**src/rtl/nand_addr_pkg.sv**
```systemverilog
// Package: shared constants and types for the NAND address sequencer.
// Assumes at most two column bytes and three row bytes per series.
package nand_addr_pkg;

    localparam int MAX_COL_BYTES = 2;
    localparam int MAX_ROW_BYTES = 3;
    localparam int CNT_W         = $clog2(MAX_COL_BYTES + MAX_ROW_BYTES + 1);

    typedef logic [CNT_W-1:0] cnt_t;

    typedef enum logic [1:0] {
        ST_IDLE = 2'd0,
        ST_SEND = 2'd1,
        ST_DONE = 2'd2
    } seq_state_t;

    typedef struct packed {
        cnt_t n_col;
        cnt_t n_total;
    } plan_t;

endpackage

```
**src/rtl/nand_addr_plan.sv**
```systemverilog
// Module: nand_addr_plan
// Works out, combinationally, how many column bytes and how many bytes
// in total a request needs. The result depends on the page-size mode and
// on the capacity thresholds.
// Assumes the capacity input is in MiB and the thresholds use the same unit.
module nand_addr_plan
    import nand_addr_pkg::*;
#(
    parameter int CAP_W          = 16,
    parameter int BIG_THRESH_MIB = 256,
    parameter int SML_THRESH_MIB = 64
) (
    input  logic             col_req_i,
    input  logic             row_req_i,
    input  logic             big_page_i,
    input  logic [CAP_W-1:0] cap_mib_i,
    output plan_t            plan_o
);

    localparam logic [CAP_W-1:0] BIG_LIM = CAP_W'(BIG_THRESH_MIB);
    localparam logic [CAP_W-1:0] SML_LIM = CAP_W'(SML_THRESH_MIB);

    logic third_row;
    cnt_t n_col;
    cnt_t n_row;

    // Decide whether the device is large enough to need a third row byte.
    always_comb begin
        if (big_page_i) third_row = (cap_mib_i >= BIG_LIM);
        else            third_row = (cap_mib_i >= SML_LIM);
    end

    // Count column and row bytes for the request.
    always_comb begin
        n_col = '0;
        n_row = '0;
        if (col_req_i) n_col = big_page_i ? cnt_t'(2) : cnt_t'(1);
        if (row_req_i) n_row = third_row  ? cnt_t'(3) : cnt_t'(2);
        plan_o.n_col   = n_col;
        plan_o.n_total = n_col + n_row;
    end

    // The byte total never exceeds the buffer layout.
    always_comb begin
        assert_total_bound_R1: assert (plan_o.n_total <= cnt_t'(MAX_COL_BYTES + MAX_ROW_BYTES))
            else $error("byte total out of range");
    end

endmodule

```
**src/rtl/nand_addr_ctrl.sv**
```systemverilog
// Module: nand_addr_ctrl
// Sequencer state machine. It accepts a start only when idle, latches the
// byte plan, steps a byte index on each accepted handshake and pulses done
// after the last byte.
// Assumes the downstream side keeps ready meaningful only while valid is high.
module nand_addr_ctrl
    import nand_addr_pkg::*;
(
    input  logic  clk,
    input  logic  rst_n,
    input  logic  start_i,
    input  plan_t plan_i,
    input  logic  ready_i,
    output logic  load_o,
    output logic  valid_o,
    output logic  last_o,
    output logic  done_o,
    output cnt_t  idx_o,
    output cnt_t  ncol_o
);

    seq_state_t state_q;
    cnt_t       idx_q;
    cnt_t       ncol_q;
    cnt_t       ntot_q;
    logic       at_end;

    assign load_o = start_i && (state_q == ST_IDLE);
    assign at_end = (idx_q == cnt_t'(ntot_q - cnt_t'(1)));

    // Advance the state, capture the plan on an accepted start, step the index.
    always_ff @(posedge clk) begin
        if (!rst_n) begin
            state_q <= ST_IDLE;
            idx_q   <= '0;
            ncol_q  <= '0;
            ntot_q  <= '0;
        end else begin
            case (state_q)
                ST_IDLE: begin
                    if (start_i) begin
                        ncol_q  <= plan_i.n_col;
                        ntot_q  <= plan_i.n_total;
                        idx_q   <= '0;
                        state_q <= (plan_i.n_total == '0) ? ST_DONE : ST_SEND;
                    end
                end
                ST_SEND: begin
                    if (ready_i) begin
                        if (at_end) state_q <= ST_DONE;
                        else        idx_q   <= idx_q + cnt_t'(1);
                    end
                end
                ST_DONE: state_q <= ST_IDLE;
                default: state_q <= ST_IDLE;
            endcase
        end
    end

    // Drive the handshake and completion outputs from the state.
    always_comb begin
        valid_o = (state_q == ST_SEND);
        last_o  = valid_o && at_end;
        done_o  = (state_q == ST_DONE);
        idx_o   = idx_q;
        ncol_o  = ncol_q;
    end

    // A stalled byte keeps its slot.
    assert_hold_slot_R9: assert property (@(posedge clk) disable iff (!rst_n)
        (valid_o && !ready_i) |=> (valid_o && $stable(idx_o)));

    // Done follows the last accepted byte.
    assert_done_after_last_R10: assert property (@(posedge clk) disable iff (!rst_n)
        (valid_o && ready_i && last_o) |=> done_o);

    // Done lasts a single cycle.
    assert_done_single_R10: assert property (@(posedge clk) disable iff (!rst_n)
        done_o |=> !done_o);

    // A start during a series changes neither the index nor the plan.
    assert_ignore_restart_R8: assert property (@(posedge clk) disable iff (!rst_n)
        (valid_o && !ready_i && start_i) |=> ($stable(idx_o) && $stable(ncol_o)));

endmodule

```
**src/rtl/nand_addr_mux.sv**
```systemverilog
// Module: nand_addr_mux
// Holds the captured page number and selects the byte for the current
// index: zero for column slots, then the row bytes from least significant up.
// Assumes ROW_W is a multiple of 8.
module nand_addr_mux
    import nand_addr_pkg::*;
#(
    parameter int ROW_W = 24
) (
    input  logic             clk,
    input  logic             rst_n,
    input  logic             load_i,
    input  logic [ROW_W-1:0] row_addr_i,
    input  cnt_t             idx_i,
    input  cnt_t             ncol_i,
    output logic [7:0]       data_o
);

    localparam int ROW_BYTES = ROW_W / 8;

    logic [ROW_W-1:0] row_q;
    logic [7:0]       row_byte [ROW_BYTES];
    cnt_t             row_idx;
    logic             in_col;

    // Capture the page number when a series is accepted.
    always_ff @(posedge clk) begin
        if (!rst_n)      row_q <= '0;
        else if (load_i) row_q <= row_addr_i;
    end

    // Slice the page number into bytes, least significant first.
    for (genvar g = 0; g < ROW_BYTES; g++) begin : g_slice
        assign row_byte[g] = row_q[8*g +: 8];
    end

    // Choose a zero for column slots or the matching row byte.
    always_comb begin
        in_col  = (idx_i < ncol_i);
        row_idx = idx_i - ncol_i;
        data_o  = 8'h00;
        if (!in_col) begin
            for (int k = 0; k < ROW_BYTES; k++) begin
                if (row_idx == cnt_t'(k)) data_o = row_byte[k];
            end
        end
    end

endmodule

```
**src/rtl/nand_addr_seq.sv**
```systemverilog
// Module: nand_addr_seq (top)
// Emits the column and row address bytes for one NAND access over a
// valid/ready handshake, with a last flag and a done pulse.
// Assumes start_i is a single-cycle pulse; starts while busy are dropped.
module nand_addr_seq
    import nand_addr_pkg::*;
#(
    parameter int ROW_W          = 24,
    parameter int CAP_W          = 16,
    parameter int BIG_THRESH_MIB = 256,
    parameter int SML_THRESH_MIB = 64
) (
    input  logic             clk,
    input  logic             rst_n,
    input  logic             start_i,
    input  logic             col_req_i,
    input  logic             row_req_i,
    input  logic [ROW_W-1:0] row_addr_i,
    input  logic             big_page_i,
    input  logic [CAP_W-1:0] cap_mib_i,
    input  logic             byte_ready_i,
    output logic             byte_valid_o,
    output logic [7:0]       byte_data_o,
    output logic             byte_last_o,
    output logic             done_o
);

    plan_t plan;
    logic  load;
    cnt_t  idx;
    cnt_t  ncol;

    nand_addr_plan #(
        .CAP_W          (CAP_W),
        .BIG_THRESH_MIB (BIG_THRESH_MIB),
        .SML_THRESH_MIB (SML_THRESH_MIB)
    ) u_plan (
        .col_req_i  (col_req_i),
        .row_req_i  (row_req_i),
        .big_page_i (big_page_i),
        .cap_mib_i  (cap_mib_i),
        .plan_o     (plan)
    );

    nand_addr_ctrl u_ctrl (
        .clk     (clk),
        .rst_n   (rst_n),
        .start_i (start_i),
        .plan_i  (plan),
        .ready_i (byte_ready_i),
        .load_o  (load),
        .valid_o (byte_valid_o),
        .last_o  (byte_last_o),
        .done_o  (done_o),
        .idx_o   (idx),
        .ncol_o  (ncol)
    );

    nand_addr_mux #(
        .ROW_W (ROW_W)
    ) u_mux (
        .clk        (clk),
        .rst_n      (rst_n),
        .load_i     (load),
        .row_addr_i (row_addr_i),
        .idx_i      (idx),
        .ncol_i     (ncol),
        .data_o     (byte_data_o)
    );

    // Offered data stays put under back-pressure.
    assert_data_stable_R9: assert property (@(posedge clk) disable iff (!rst_n)
        (byte_valid_o && !byte_ready_i) |=> $stable(byte_data_o) && $stable(byte_last_o));

    // Completion and an offered byte never coincide.
    assert_done_no_valid_R11: assert property (@(posedge clk) disable iff (!rst_n)
        done_o |-> !byte_valid_o);

    // The cycle after reset is quiet.
    assert_reset_quiet_R12: assert property (@(posedge clk)
        !rst_n |=> (!byte_valid_o && !done_o));

endmodule

```
**config.mk**
```make
export PLATFORM = sky130hd
export DESIGN_NAME = nand_addr_seq
export DESIGN_NICKNAME = d
export VERILOG_FILES = /design/src/rtl/nand_addr_pkg.sv /design/src/rtl/nand_addr_plan.sv /design/src/rtl/nand_addr_ctrl.sv /design/src/rtl/nand_addr_mux.sv /design/src/rtl/nand_addr_seq.sv
export SDC_FILE = /design/constraint.sdc
export NUM_CORES = 1
export LEC_CHECK = 0
export BUFFER_PORTS_ARGS = -buffer_cell sky130_fd_sc_hd__buf_2
export CAP_MARGIN = 20
export CORE_MARGIN = 4
export CORE_UTILIZATION = 47
export CTS_BUF_LIST = sky130_fd_sc_hd__clkbuf_8
export CTS_CLUSTER_SIZE = 8
export DETAILED_ROUTE_END_ITERATION = 6
export PLACE_DENSITY = 0.78
export SYNTH_ARGS = -nofsm -noshare
export SYNTH_HDL_FRONTEND = slang
export SYNTH_SLANG_ARGS = --single-unit
```
**constraint.sdc**
```tcl
create_clock -name clk -period 2 [get_ports clk]
set_input_delay 0.3 -clock clk [delete_from_list [all_inputs] [get_ports clk]]
set_output_delay 0.3 -clock clk [all_outputs]
set_load 0.05 [all_outputs]
```
**Word-level counts from Yosys, hierarchy flattened**

Cells that the tools add are included.

- Flip-flop bits (word level): 35
- Bits of input ports: 47
- Output and inout port bits: 11
- Word-level logic and storage cells: 48

- $add $sub $neg: 4
- Order comparisons: 3
- Eq/ne operators: 9
- Mux-type cells: 18
- Reduce and logical (&&, ||, !) cells: 9

Operators with widths:

| operator | number |
|---|---|
| $mux W8 | 4 |
| $ge A16 B7 Y1 const B | 1 |
| $ge A16 B9 Y1 const B | 1 |
| $mux W3 | 5 |
| $mux W2 | 5 |
| $logic_not A3 Y1 | 2 |
| $ne A2 B2 Y1 const B | 3 |
| $pmux W3 S2 | 1 |
| $pmux W2 S2 | 1 |
| $reduce_and A4 Y1 | 1 |
| $add A3 B1 Y3 const B | 1 |
| $add A3 B3 Y3 | 1 |
| $eq A3 B1 Y1 const B | 1 |
| $eq A3 B2 Y1 const B | 1 |
| $eq A3 B3 Y1 | 1 |
| $lt A3 B3 Y1 | 1 |
| $reduce_and A3 Y1 | 1 |
| $sub A3 B1 Y3 const B | 1 |
| $sub A3 B3 Y3 | 1 |
| $eq A2 B1 Y1 const B | 1 |
| $eq A2 B2 Y1 const B | 1 |
| $logic_and A1 B1 Y1 | 2 |
| $logic_not A2 Y1 | 1 |
| $mux W1 | 2 |
| 3 further kinds | 3 |

**Longest topological paths before layout**

Gate-level depths: netlist of run 1.

- Depth after elaboration: 9
- Gate-level depth with buffers: 9
- Gate-level depth less buffers: 9

**Hierarchy**

A second synthesis of run 1 with hierarchy kept.

- Cells, all modules: 203
- Area total of the unflattened synthesis: 1948.1 um2

By module, submodules not included:

| module | times used | cells each | area each (um2) | sequential area each (um2) |
|---|---|---|---|---|
| nand_addr_mux | 1 | 127 | 1239.9 | 480.5 |
| nand_addr_ctrl | 1 | 61 | 596.8 | 220.2 |
| nand_addr_plan | 1 | 15 | 111.4 | 0.0 |

**Worst setup path after synthesis of run 1**

No wires, ideal clock.

- Kind: reg2out
- Start: register u_ctrl.idx_q[0] (netlist: u_ctrl.idx_o[0])
- End: output byte_data_o[0]
- Data arrival time: 2895 ps
- Required time: 1700 ps
- Setup slack: -1195 ps
- Stages on the path, launching flop included: 9
- Buffers on the path: 1
- Cells stage by stage: dfxtp_1 > inv_1 > ha_1 > inv_1 > fa_1 > buf_1 > nor2_1 > nand2_1 > a211oi_1

- Word-level cells in the longest chain between the ends: 6
- Elaborated cells between the ends (all ways): 9
- Classes of those cells: add/sub (1); order compare (1); eq/ne (2); mux (4); reduce/logical (1)

RTL lines:

| element | line | RTL |
|---|---|---|
| start: declaration | nand_addr_ctrl.sv:23 | `cnt_t idx_q;` |
| start signal: assignment | nand_addr_ctrl.sv:51 | `else idx_q <= idx_q + cnt_t'(1);` |
| $sub A3 B3 Y3 | nand_addr_mux.sv:40 | `row_idx = idx_i - ncol_i;` |
| $logic_not A3 Y1 | nand_addr_mux.sv:44 | `if (row_idx == cnt_t'(k)) data_o = row_byte[k];` |
| $mux W8 (3 in series) | nand_addr_mux.sv:44 |  |
| $mux W8 * | nand_addr_mux.sv:42 | `if (!in_col) begin` |
| end: declaration | nand_addr_seq.sv:23 | `output logic [7:0] byte_data_o,` |

Every way passes the cells marked *; elsewhere a longest branch is shown, timed or not.

**Worst setup path in the final report of run 1**

- Start: register u_ctrl.idx_q[0] (netlist: u_ctrl.idx_o[0])
- End: output byte_data_o[2]

Same word-level chain as after synthesis.

==> impl_results.md, run 1 <==
* Sequential cell area at 683.2 µm²
* Setup-violating endpoint count in the final report at 8
* Setup repair after global routing missed its margin: yes
* CP delay by family, top: adder cells
* Type of element capturing the critical path: primary output
* Maximum number of pins on one net before global-route repair at 30
* Count of filler cells inserted in the layout at 299
* Required @ worst endpoint at 1.70 ns
* Grt ovf at 0
* Number of top-level design ports at 58
* Vertical die dimension at 69.59 µm
* Total power per unit cell area at 828.6 nW/µm²
* R2R cell count at 6
* Endpoint, Worst Hold: u_mux.row_q[16]
* Max transition margin at 61.51%
* Path category of the worst min-delay check: in -> reg
* Violated checks: setup timing
* Standard cell core area at 3661 µm²
* Sort of element at the start of the critical path: register
* Post-synth top area cell: sky130_fd_sc_hd__dfxtp_1
* Clock period minus final worst setup slack at 2.526 ns
* Max-cap viol count at 0
* Pre-CTS setup slack at -0.3002 ns
* Register-to-register setup slack at 0.43 ns
* F_max at 395.8 MHz
* Mapped Cells at 225
* Max Fanout on Critical Path at 8
* Initial core utilization at 48.70%
* Total clock buffers created by CTS at 5
* Final Hold Slack at 0.2574 ns
* Result of the run: finished, violations left
* Category of the most critical setup path: reg -> out
* FF-to-FF Start: u_ctrl.ntot_q[0]
* Initial antenna violation count at 0
* Root cell of the clock tree: sky130_fd_sc_hd__clkbuf_8
* Area contributors post-synth: sky130_fd_sc_hd__dfxtp_1, sky130_fd_sc_hd__nand2_1, sky130_fd_sc_hd__a21boi_0
* Net count of the finished layout at 344
* Share of flip-flops with an asynchronous set or reset at 0%
* Crit path setup slack, layout at -0.5263 ns
* Post-synth EDFFs at 0
* Final ANT Viol Nets at 0
* Critical path, cell by cell: inv_2 > ha_4 > inv_2 > fa_2 > buf_6 > nor2_4 > buf_12 > nand2_4 > a211oi_4 > buf_6
* Die ar. at 4843 µm²
* Number of non-filler instances in the completed layout at 337
* Endpoint arrival time on the critical path at 2.23 ns
* Clock tree from TritonCTS: done
* Maximum root-to-sink buffer count at 2
* Setup_tns at -3.817 ns
* DP Cell Count at 323
* Worst IR Drop VDD at 369.7 µV
* Layout-stage area growth over the synthesis result at 44.28%
* Fraction of layout cells with a size suffix above 1 at 39.79%
* Overall Global Routing Usage at 19.43%
* Cell at the slowest stage of the critical path: sky130_fd_sc_hd__fa_2
* Routed WL at 4549 µm
* Leak pwr at 1.074 nW
* Cell with the most instances after synthesis: sky130_fd_sc_hd__nand2_1
* Share of the synthesized area in the top cell type at 38.18%
* Final-report max-slew violation count at 0
* Hold Fails Final Rpt at 0
* Drt wl/cell at 13.50 µm
* Post-route fraction of the period consumed by the critical path at 126.3%
* Delay of the slowest critical-path stage at 0.45 ns
* Post-DR vias/cell at 5.246
* IO buf count at 51
* Net count after synthesis at 279
* Drt drc at 0
* Number of global-route vias before repair at 1646
* Clock sinks at 34
* Total number of placement rows at 22
* Die outline width at 69.59 µm
* Detailed Route Iter0 Violations at 79
* Beginning of the worst hold path: row_addr_i[16]
* Final clock skew at 0.005490 ns
* Endpoint of the most critical register-to-register path: u_ctrl.idx_o[1]
* Top FF cell, synth: sky130_fd_sc_hd__dfxtp_1
* Proportion of synthesized chip area in sequential cells at 38.18%
* Crit path buffers/inverters at 5
* Average cell area after synthesis at 7.924 µm²
* Post-synth cell types at 36
* Detailed Place HPWL at 3098 µm
* Number of antenna repair diodes at 0
* Number of vias in the routed layout at 1768
* Global-route wire length before repair at 7576 µm
* Clock-pin slew of the registers on the worst-case setup and hold paths at 0.07 ns
* Number of search-and-repair iterations in the first detailed-routing pass at 4
* Routability Congestion at 0.8903
* Top cell types by occurrence after synthesis: sky130_fd_sc_hd__nand2_1, sky130_fd_sc_hd__dfxtp_1, sky130_fd_sc_hd__a21boi_0, sky130_fd_sc_hd__nor2_1, sky130_fd_sc_hd__o21ai_0
* Yosys warnings at 0
* Insertion delay to the later sink of the worst-skew pair at 0.29 ns
* Post-synth design cell area at 1783 µm²
* Transition time at the pin with the least slew margin at 0.5773 ns
* Hold Path Cell Cnt at 3
* Flop and latch count out of synthesis at 34
* Total area of multi-input combinational cells at 1219 µm²
* CP Launch Point: u_ctrl.idx_o[0]
* Clock H-tree levels at 2
[report_power, final]
| part | total [W] | internal [W] | switching, W |
|---|---|---|---|
| registers | 0.000786 | 0.000741 | 0.0000457 |
| clock network | 0.000496 | 0.000265 | 0.000231 |
| logic | 0.000849 | 0.000351 | 0.000498 |
| total | 0.00213 | 0.00136 | 0.000775 |
[sequential cells by signal, summed over array words and instances (netlist names)]
signal          cells
u_mux.row_q        24
u_ctrl.ntot_q       3
u_ctrl.state_q      2
u_ctrl.ncol_o       2
u_ctrl.idx_o        3
[cell type report]
| cell class | instances | area share, % |
|---|---|---|
| clock buffers | 6 | 3.210 |
| repair buffers | 70 | 19.36 |
| well taps | 48 | 2.335 |
| flip-flops and latches | 34 | 26.56 |
| inverters | 8 | 1.167 |
| multi-input cells | 171 | 47.37 |
[worst reg2reg max path, cell delays in order, from the launching register on]
cell and delay, ns:
sky130_fd_sc_hd__dfxtp_1 0.35, sky130_fd_sc_hd__inv_1 0.05, sky130_fd_sc_hd__ha_1 0.32, sky130_fd_sc_hd__xor2_2 0.16, sky130_fd_sc_hd__nand3_2 0.16, sky130_fd_sc_hd__and4_1 0.25
sky130_fd_sc_hd__o21a_1 0.16
[metrics by stage]
step	instance area, µm²	power [W]	util [%]
global placement	2282	0.001512	62.34
global route	2572	0.002235	70.27
detailed placement	2282	0.001525	62.34
finish	2572	0.002132	70.27
floorplan	1941	0.001342	-
CTS	2531	0.002110	69.14
[layout by cell type, fill, tap and decap left out, types with 3 or more instances in the layout]
cell type / netlist / layout
sky130_fd_sc_hd__nand2_1: 71 / 63
sky130_fd_sc_hd__buf_2: 3 / 41
sky130_fd_sc_hd__dfxtp_1: 34 / 32
sky130_fd_sc_hd__a21boi_0: 31 / 30
sky130_fd_sc_hd__buf_4: 2 / 16
sky130_fd_sc_hd__buf_6: 1 / 10
sky130_fd_sc_hd__o21ai_0: 10 / 8
sky130_fd_sc_hd__a211oi_4: 0 / 8
sky130_fd_sc_hd__nand2_2: 0 / 6
sky130_fd_sc_hd__nor2_2: 0 / 6
sky130_fd_sc_hd__inv_1: 8 / 6
sky130_fd_sc_hd__clkbuf_8: 0 / 6
sky130_fd_sc_hd__nor2_1: 12 / 5
sky130_fd_sc_hd__o21a_1: 4 / 4
sky130_fd_sc_hd__ha_1: 5 / 3
sky130_fd_sc_hd__buf_12: 0 / 3
[worst max-delay path by stage]
| stage | endpoint | slack (ns) | cells after the start |
|---|---|---|---|
| after floorplan | byte_data_o[0] | -0.28 | 8 |
| after global placement | byte_data_o[0] | -0.27 | 9 |
| after detailed placement | byte_data_o[0] | -0.30 | 9 |
| after CTS | byte_data_o[4] | -0.49 | 10 |
| after global routing | byte_data_o[2] | -0.58 | 10 |
| final | byte_data_o[2] | -0.53 | 10 |
[per-layer routing]
layer  track usage (%)  share of wire [%]
met5                 0                  0
met4             8.460                2.1
met3             4.928                7.2
met2             32.10                 48
met1             23.79                 42
[cells by family after synthesis]
family	count (synthesis)	synth area share, %
adder cells (fa/ha/maj)	7	5.754
buffers and inverters	20	5.263
AND/OR/NAND/NOR	102	25.12
flip-flops	34	38.18
AO/OA/AOI/OAI	59	23.44
XOR/XNOR	3	2.246
[repair_timing]
item,4_1_cts,5_1_grt
gates resized for setup,32,10
setup endpoints to repair,8,11
buffers inserted,7,1
hold buffers,0,0
gates cloned,0,0
pin swaps,11,9
Note: power is estimated with default switching activity, not from simulation.
==> run 2: changes to the inputs <==
--- a/config.mk
+++ b/config.mk
@@ -12,7 +12,9 @@
 export CTS_BUF_LIST = sky130_fd_sc_hd__clkbuf_8
 export CTS_CLUSTER_SIZE = 8
 export DETAILED_ROUTE_END_ITERATION = 6
+export GPL_TIMING_DRIVEN = 0
 export PLACE_DENSITY = 0.78
+export SKIP_CTS_REPAIR_TIMING = 1
 export SYNTH_ARGS = -nofsm -noshare
 export SYNTH_HDL_FRONTEND = slang
 export SYNTH_SLANG_ARGS = --single-unit
==> run 2 against run 1 <==
The flow still finishes with violations (setup timing). Largest power group unchanged. Sequential cell count did not move. Sequential power barely moved. Core utilization fell by 0.51 points. Design area fell by 0.73%.
==> impl_results.md, run 2 (synthesis gave the netlist of run 1 again) <==
* Crit path setup slack, layout at -0.5618 ns
* Die ar. at 4843 µm²
* Total number of placement rows at 22
* Grt ovf at 0
* Transition time at the pin with the least slew margin at 0.5065 ns
* Total area of multi-input combinational cells at 1207 µm²
* Standard cell core area at 3661 µm²
* Beginning of the worst hold path: row_addr_i[8]
* Final-report max-slew violation count at 0
* Die outline width at 69.59 µm
* Violated checks: setup timing
* Maximum number of pins on one net before global-route repair at 12
* Root cell of the clock tree: sky130_fd_sc_hd__clkbuf_8
* Routed WL at 4691 µm
* Endpoint arrival time on the critical path at 2.26 ns
* Number of search-and-repair iterations in the first detailed-routing pass at 4
* Type of element capturing the critical path: primary output
* Delay of the slowest critical-path stage at 0.36 ns
* Leak pwr at 1.044 nW
* Vertical die dimension at 69.59 µm
* CP Launch Point: u_ctrl.idx_o[0]
* Clock tree from TritonCTS: done
* Critical path, cell by cell: inv_4 > ha_4 > inv_2 > fa_2 > and2b_2 > o211ai_4 > buf_12 > nor2_1 > a211oi_4 > buf_6
* FF-to-FF Start: u_ctrl.ntot_q[0]
* Number of vias in the routed layout at 1747
* Post-route fraction of the period consumed by the critical path at 128.1%
* Path category of the worst min-delay check: in -> reg
* Hold Fails Final Rpt at 0
* IO buf count at 50
* Logic pwr share at 39.2%
* Detailed Route Iter0 Violations at 109
* Final Hold Slack at 0.2520 ns
* Final ANT Viol Nets at 0
* Max-cap viol count at 0
* Most common library cell in the layout ignoring fill and taps: sky130_fd_sc_hd__nand2_1
* Number of global-route vias before repair at 1669
* Setup-violating endpoint count in the final report at 10
* Total Power at 0.002171 W
* Final clock skew at 0.005676 ns
* Initial antenna violation count at 0
* Endpoint of the most critical register-to-register path: u_ctrl.idx_o[1]
* Number of antenna repair diodes at 0
* Sequential power share at 36.3%
* Sequential cell area at 685.7 µm²
* Setup repair after global routing missed its margin: yes
* Cell at the slowest stage of the critical path: sky130_fd_sc_hd__dfxtp_4
* Register-to-register setup slack at 0.43 ns
* Result of the run: finished, violations left
* Net count of the finished layout at 344
* Sort of element at the start of the critical path: register
* Total clock buffers created by CTS at 5
* Initial core utilization at 48.70%
* Most frequent cells in the layout: sky130_fd_sc_hd__nand2_1, sky130_fd_sc_hd__buf_2, sky130_fd_sc_hd__dfxtp_1
* Drt drc at 0
* Max transition margin at 66.23%
* Hold Path Cell Cnt at 3
* Overall Global Routing Usage at 20.05%
* Required @ worst endpoint at 1.70 ns
* DP Cell Count at 323
* Detailed Place HPWL at 3394 µm
* Switch Pwr at 0.0008050 W
* Count of filler cells inserted in the layout at 276
* Layout-stage area growth over the synthesis result at 43.23%
* Total power per unit cell area at 850.1 nW/µm²
* R2R cell count at 6
* Category of the most critical setup path: reg -> out
* Clock power frac at 24.5%
* Number of non-filler instances in the completed layout at 339
* Cell internal pwr at 0.001366 W
* Flip-flop count of the largest register, all copies and words added at 24
* Pre-CTS setup slack at -0.3871 ns
* Clock sinks at 34
* Register with the most flip-flops: u_mux.row_q
* Maximum root-to-sink buffer count at 2
* Global-route wire length before repair at 7721 µm
* Clock period minus final worst setup slack at 2.562 ns
* Endpoint, Worst Hold: u_mux.row_q[8]
* Clock-pin slew of the registers on the worst-case setup and hold paths at 0.07 ns
* Fraction of layout cells with a size suffix above 1 at 37.80%
* Post-DR vias/cell at 5.153
* Worst IR Drop VDD at 574.0 µV
* Routability Congestion at 0.7893
* Max Fanout on Critical Path at 8
* Clock H-tree levels at 2
* Switching Share at 37.08%
* Insertion delay to the later sink of the worst-skew pair at 0.29 ns
* Drt wl/cell at 13.84 µm
* F_max at 390.4 MHz
* Number of top-level design ports at 58
run 2: cell types whose count changed in the layout (fill, tap and decap cells not counted), sizes merged:
cell	previous run	this run
buf	70	67
clkbuf	6	9
clkinv	0	1
clkinvlp	0	1
run 2: worst max-delay path: cells and delay by family, from the launching register on:
kind            cells  cell delay (ns)
buf+inv             4             0.44
simple gates        2             0.30
fa+ha+maj           2             0.47
compound gates      2             0.41
flops               1             0.36
run 2: worst max-delay path by stage:
stage / endpoint / slack (ns)
finish: byte_data_o[7] / -0.56
global route: byte_data_o[0] / -0.66
CTS: byte_data_o[3] / -0.72
detailed placement: byte_data_o[3] / -0.39
global placement: byte_data_o[3] / -0.37
floorplan: byte_data_o[0] / -0.28
run 2: per-layer routing:
layer  vias to the layer above  part of all wire (%)  track usage (%)
met3                         5                   6.5            4.783
met2                        55                    49            32.20
met1                       806                    43            25.45
met5                         -                     0                0
met4                         0                   1.2            8.894
li1                        881                     -                -
run 2: power by group through the flow:
stage	clock, W	sequential (W)	combinational [W]
6_report	0.000531	0.000788	0.000852
5_1_grt	0.000574	0.000795	0.000919
4_1_cts	0.000537	0.000782	0.000726
3_5_place_dp	0	0.000798	0.000724
3_3_place_gp	0	0.000795	0.000708
2_1_floorplan	0	0.000785	0.000558
run 2: area by class of cell:
class	instances	area share, %
multi-input combinational	171	47.28
sequential	34	26.85
timing repair buffer	58	15.73
clock buffer	6	3.234
buffer	12	2.793
tap	48	2.352
inverter	8	1.274
clock inverter	2	0.4900
run 2: through the flow:
step                      util (%)  TNS [ns]  cell area, µm²
after floorplan                  -    -2.357            1941
after global placement       61.48    -3.422            2251
after detailed placement     61.48    -3.690            2251
after CTS                    64.08    -5.713            2346
after global routing         69.75    -5.077            2554
final                        69.75    -4.366            2554
==> run 3: changes to the inputs <==
--- a/config.mk
+++ b/config.mk
@@ -9,11 +9,12 @@
 export CAP_MARGIN = 20
 export CORE_MARGIN = 4
 export CORE_UTILIZATION = 47
-export CTS_BUF_LIST = sky130_fd_sc_hd__clkbuf_8
+export CTS_BUF_LIST = sky130_fd_sc_hd__clkbuf_4
 export CTS_CLUSTER_SIZE = 8
 export DETAILED_ROUTE_END_ITERATION = 6
 export GPL_TIMING_DRIVEN = 0
-export PLACE_DENSITY = 0.78
+export PLACE_DENSITY = 0.87
+export REMOVE_ABC_BUFFERS = 1
 export SKIP_CTS_REPAIR_TIMING = 1
 export SYNTH_ARGS = -nofsm -noshare
 export SYNTH_HDL_FRONTEND = slang
==> run 3 against run 2 <==
The flow still finishes with violations (setup timing). First-iteration DRC count fell by 0.92%. Via count fell by 1.3%. Sequential cell count did not move. Register-to-register slack barely moved. Sequential power barely moved. Combinational power fell by 8.9%. Clock power fell by 32%. Die area did not move. Design area fell by 6.3%. Setup slack got worse by 0.10 ns. Critical endpoint is now byte_data_o[2].
==> impl_results.md, run 3 (synthesis gave the netlist of run 1 again) <==
* Result of the run: finished, violations left
* Violated checks: setup timing
* Die ar. at 4843 µm²
* Worst IR Drop VDD at 374.5 µV
* Die outline width at 69.59 µm
* Drt drc at 0
* Leak pwr at 0.9894 nW
* Detailed Route Iter0 Violations at 108
* Hold Fails Final Rpt at 0
* Clock H-tree levels at 2
* Total Power at 0.001924 W
* Max Fanout on Critical Path at 4
* Required @ worst endpoint at 1.70 ns
* Crit path buffers/inverters at 5
* Initial core utilization at 48.70%
* Cell at the slowest stage of the critical path: sky130_fd_sc_hd__fa_2
* Routed WL at 4736 µm
* Overall Global Routing Usage at 16.22%
* Layout-stage area growth over the synthesis result at 34.18%
* Final-report max-slew violation count at 0
* Most frequent cells in the layout: sky130_fd_sc_hd__nand2_1, sky130_fd_sc_hd__buf_2, sky130_fd_sc_hd__dfxtp_1
* Transition time at the pin with the least slew margin at 0.5481 ns
* Max transition margin at 63.46%
* Number of vias in the routed layout at 1725
* F_max at 375.7 MHz
* DP Cell Count at 313
* Vertical die dimension at 69.59 µm
* Delay of the slowest critical-path stage at 0.51 ns
* Post-DR vias/cell at 5.259
* Critical path, cell by cell: inv_2 > ha_4 > inv_4 > fa_2 > buf_12 > o211ai_4 > buf_6 > nor2_2 > a211oi_2 > buf_6
* Flip-flop count of the largest register, all copies and words added at 24
* Root cell of the clock tree: sky130_fd_sc_hd__clkbuf_4
* Global-route wire length before repair at 6444 µm
* Net count of the finished layout at 334
* Type of element capturing the critical path: primary output
* Clock sinks at 34
* Routability Congestion at 0.8148
* Number of top-level design ports at 58
* Register with the most flip-flops: u_mux.row_q
* Max-cap viol count at 0
* Path category of the worst min-delay check: in -> reg
* Final clock skew at 0.01142 ns
* Number of search-and-repair iterations in the first detailed-routing pass at 4
* Initial antenna violation count at 0
* Pre-CTS setup slack at -0.8425 ns
* CP delay by family, top: adder cells
* Endpoint arrival time on the critical path at 2.36 ns
* Setup repair after global routing missed its margin: yes
* Number of non-filler instances in the completed layout at 328
* Setup-violating endpoint count in the final report at 8
* Post-route fraction of the period consumed by the critical path at 133.1%
* Maximum number of pins on one net before global-route repair at 37
* Standard cell core area at 3661 µm²
* Number of global-route vias before repair at 1548
* Sort of element at the start of the critical path: register
* Clock-pin slew of the registers on the worst-case setup and hold paths at 0.11 ns
* Category of the most critical setup path: reg -> out
* Drt wl/cell at 14.44 µm
* Final ANT Viol Nets at 0
* Maximum root-to-sink buffer count at 2
* Detailed Place HPWL at 2805 µm
* Total clock buffers created by CTS at 5
* Grt ovf at 0
* Number of antenna repair diodes at 0
* Clock period minus final worst setup slack at 2.662 ns
* Most used cell, CP: sky130_fd_sc_hd__buf_6
* Clock tree from TritonCTS: done
* Total number of placement rows at 22
* Most common library cell in the layout ignoring fill and taps: sky130_fd_sc_hd__nand2_1
* Crit path setup slack, layout at -0.6618 ns
* Insertion delay to the later sink of the worst-skew pair at 0.35 ns
* IO buf count at 51
* Total power per unit cell area at 804.3 nW/µm²
* Fraction of layout cells with a size suffix above 1 at 36.43%
[run 3: per-layer routing]
metal	global-route usage (%)	wire length, µm	vias up
li1	-	-	864
met1	18.04	1991	799
met2	28.92	2440	54
met3	3.478	230	8
met4	8.026	72	0
met5	0	0	-
[run 3: worst paths after layout]
path / from / depth (start not counted) / endpoint / slack [ns]
min reg2reg: u_mux.row_q[1] / 2 / u_mux.row_q[1] / 0.47
min: row_addr_i[12] / 3 / u_mux.row_q[12] / 0.19
max reg2reg: u_ctrl.ntot_q[1] / 6 / u_ctrl.idx_o[0] / 0.43
max: u_ctrl.idx_o[0] / 10 / byte_data_o[2] / -0.66
[run 3: where the power goes]
part | leakage [nW] | internal (W) | switching (W)
clock | 0.0308 | 0.000126 | 0.000236
sequential | 0.280 | 0.000740 | 0.0000456
combinational | 0.679 | 0.000312 | 0.000464
total | 0.989 | 0.00118 | 0.000746
[run 3: per-stage QoR]
step | hold WS (ns) | area (µm²) | util (%) | setup TNS (ns)
floorplan | 0.4175 | 1719 | - | -9.282
global placement | 0.4482 | 2034 | 55.57 | -14.14
CTS | 0.1915 | 2100 | 57.35 | -9.631
detailed placement | 0.4545 | 2052 | 56.05 | -7.181
global route | 0.1896 | 2392 | 65.35 | -5.934
finish | 0.1897 | 2392 | 65.35 | -5.140
[run 3: layout make-up]
cell class	count	area, µm²
clock buffer	5	37.54
clock inverter	2	10.01
fill	280	1269
inverter	8	32.53
multi-input combinational	171	1137
sequential	34	683.2
tap	48	60.06
timing repair buffer	60	431.7
[run 3: worst reg2reg max path: cells and delay by family (launching register included)]
kind	cells	cell delay, ns
AO/OA/AOI/OAI	1	0.16
XOR/XNOR	1	0.19
adder cells (fa/ha/maj)	1	0.32
buffers and inverters	1	0.05
flip-flops	1	0.35
AND/OR/NAND/NOR	2	0.40
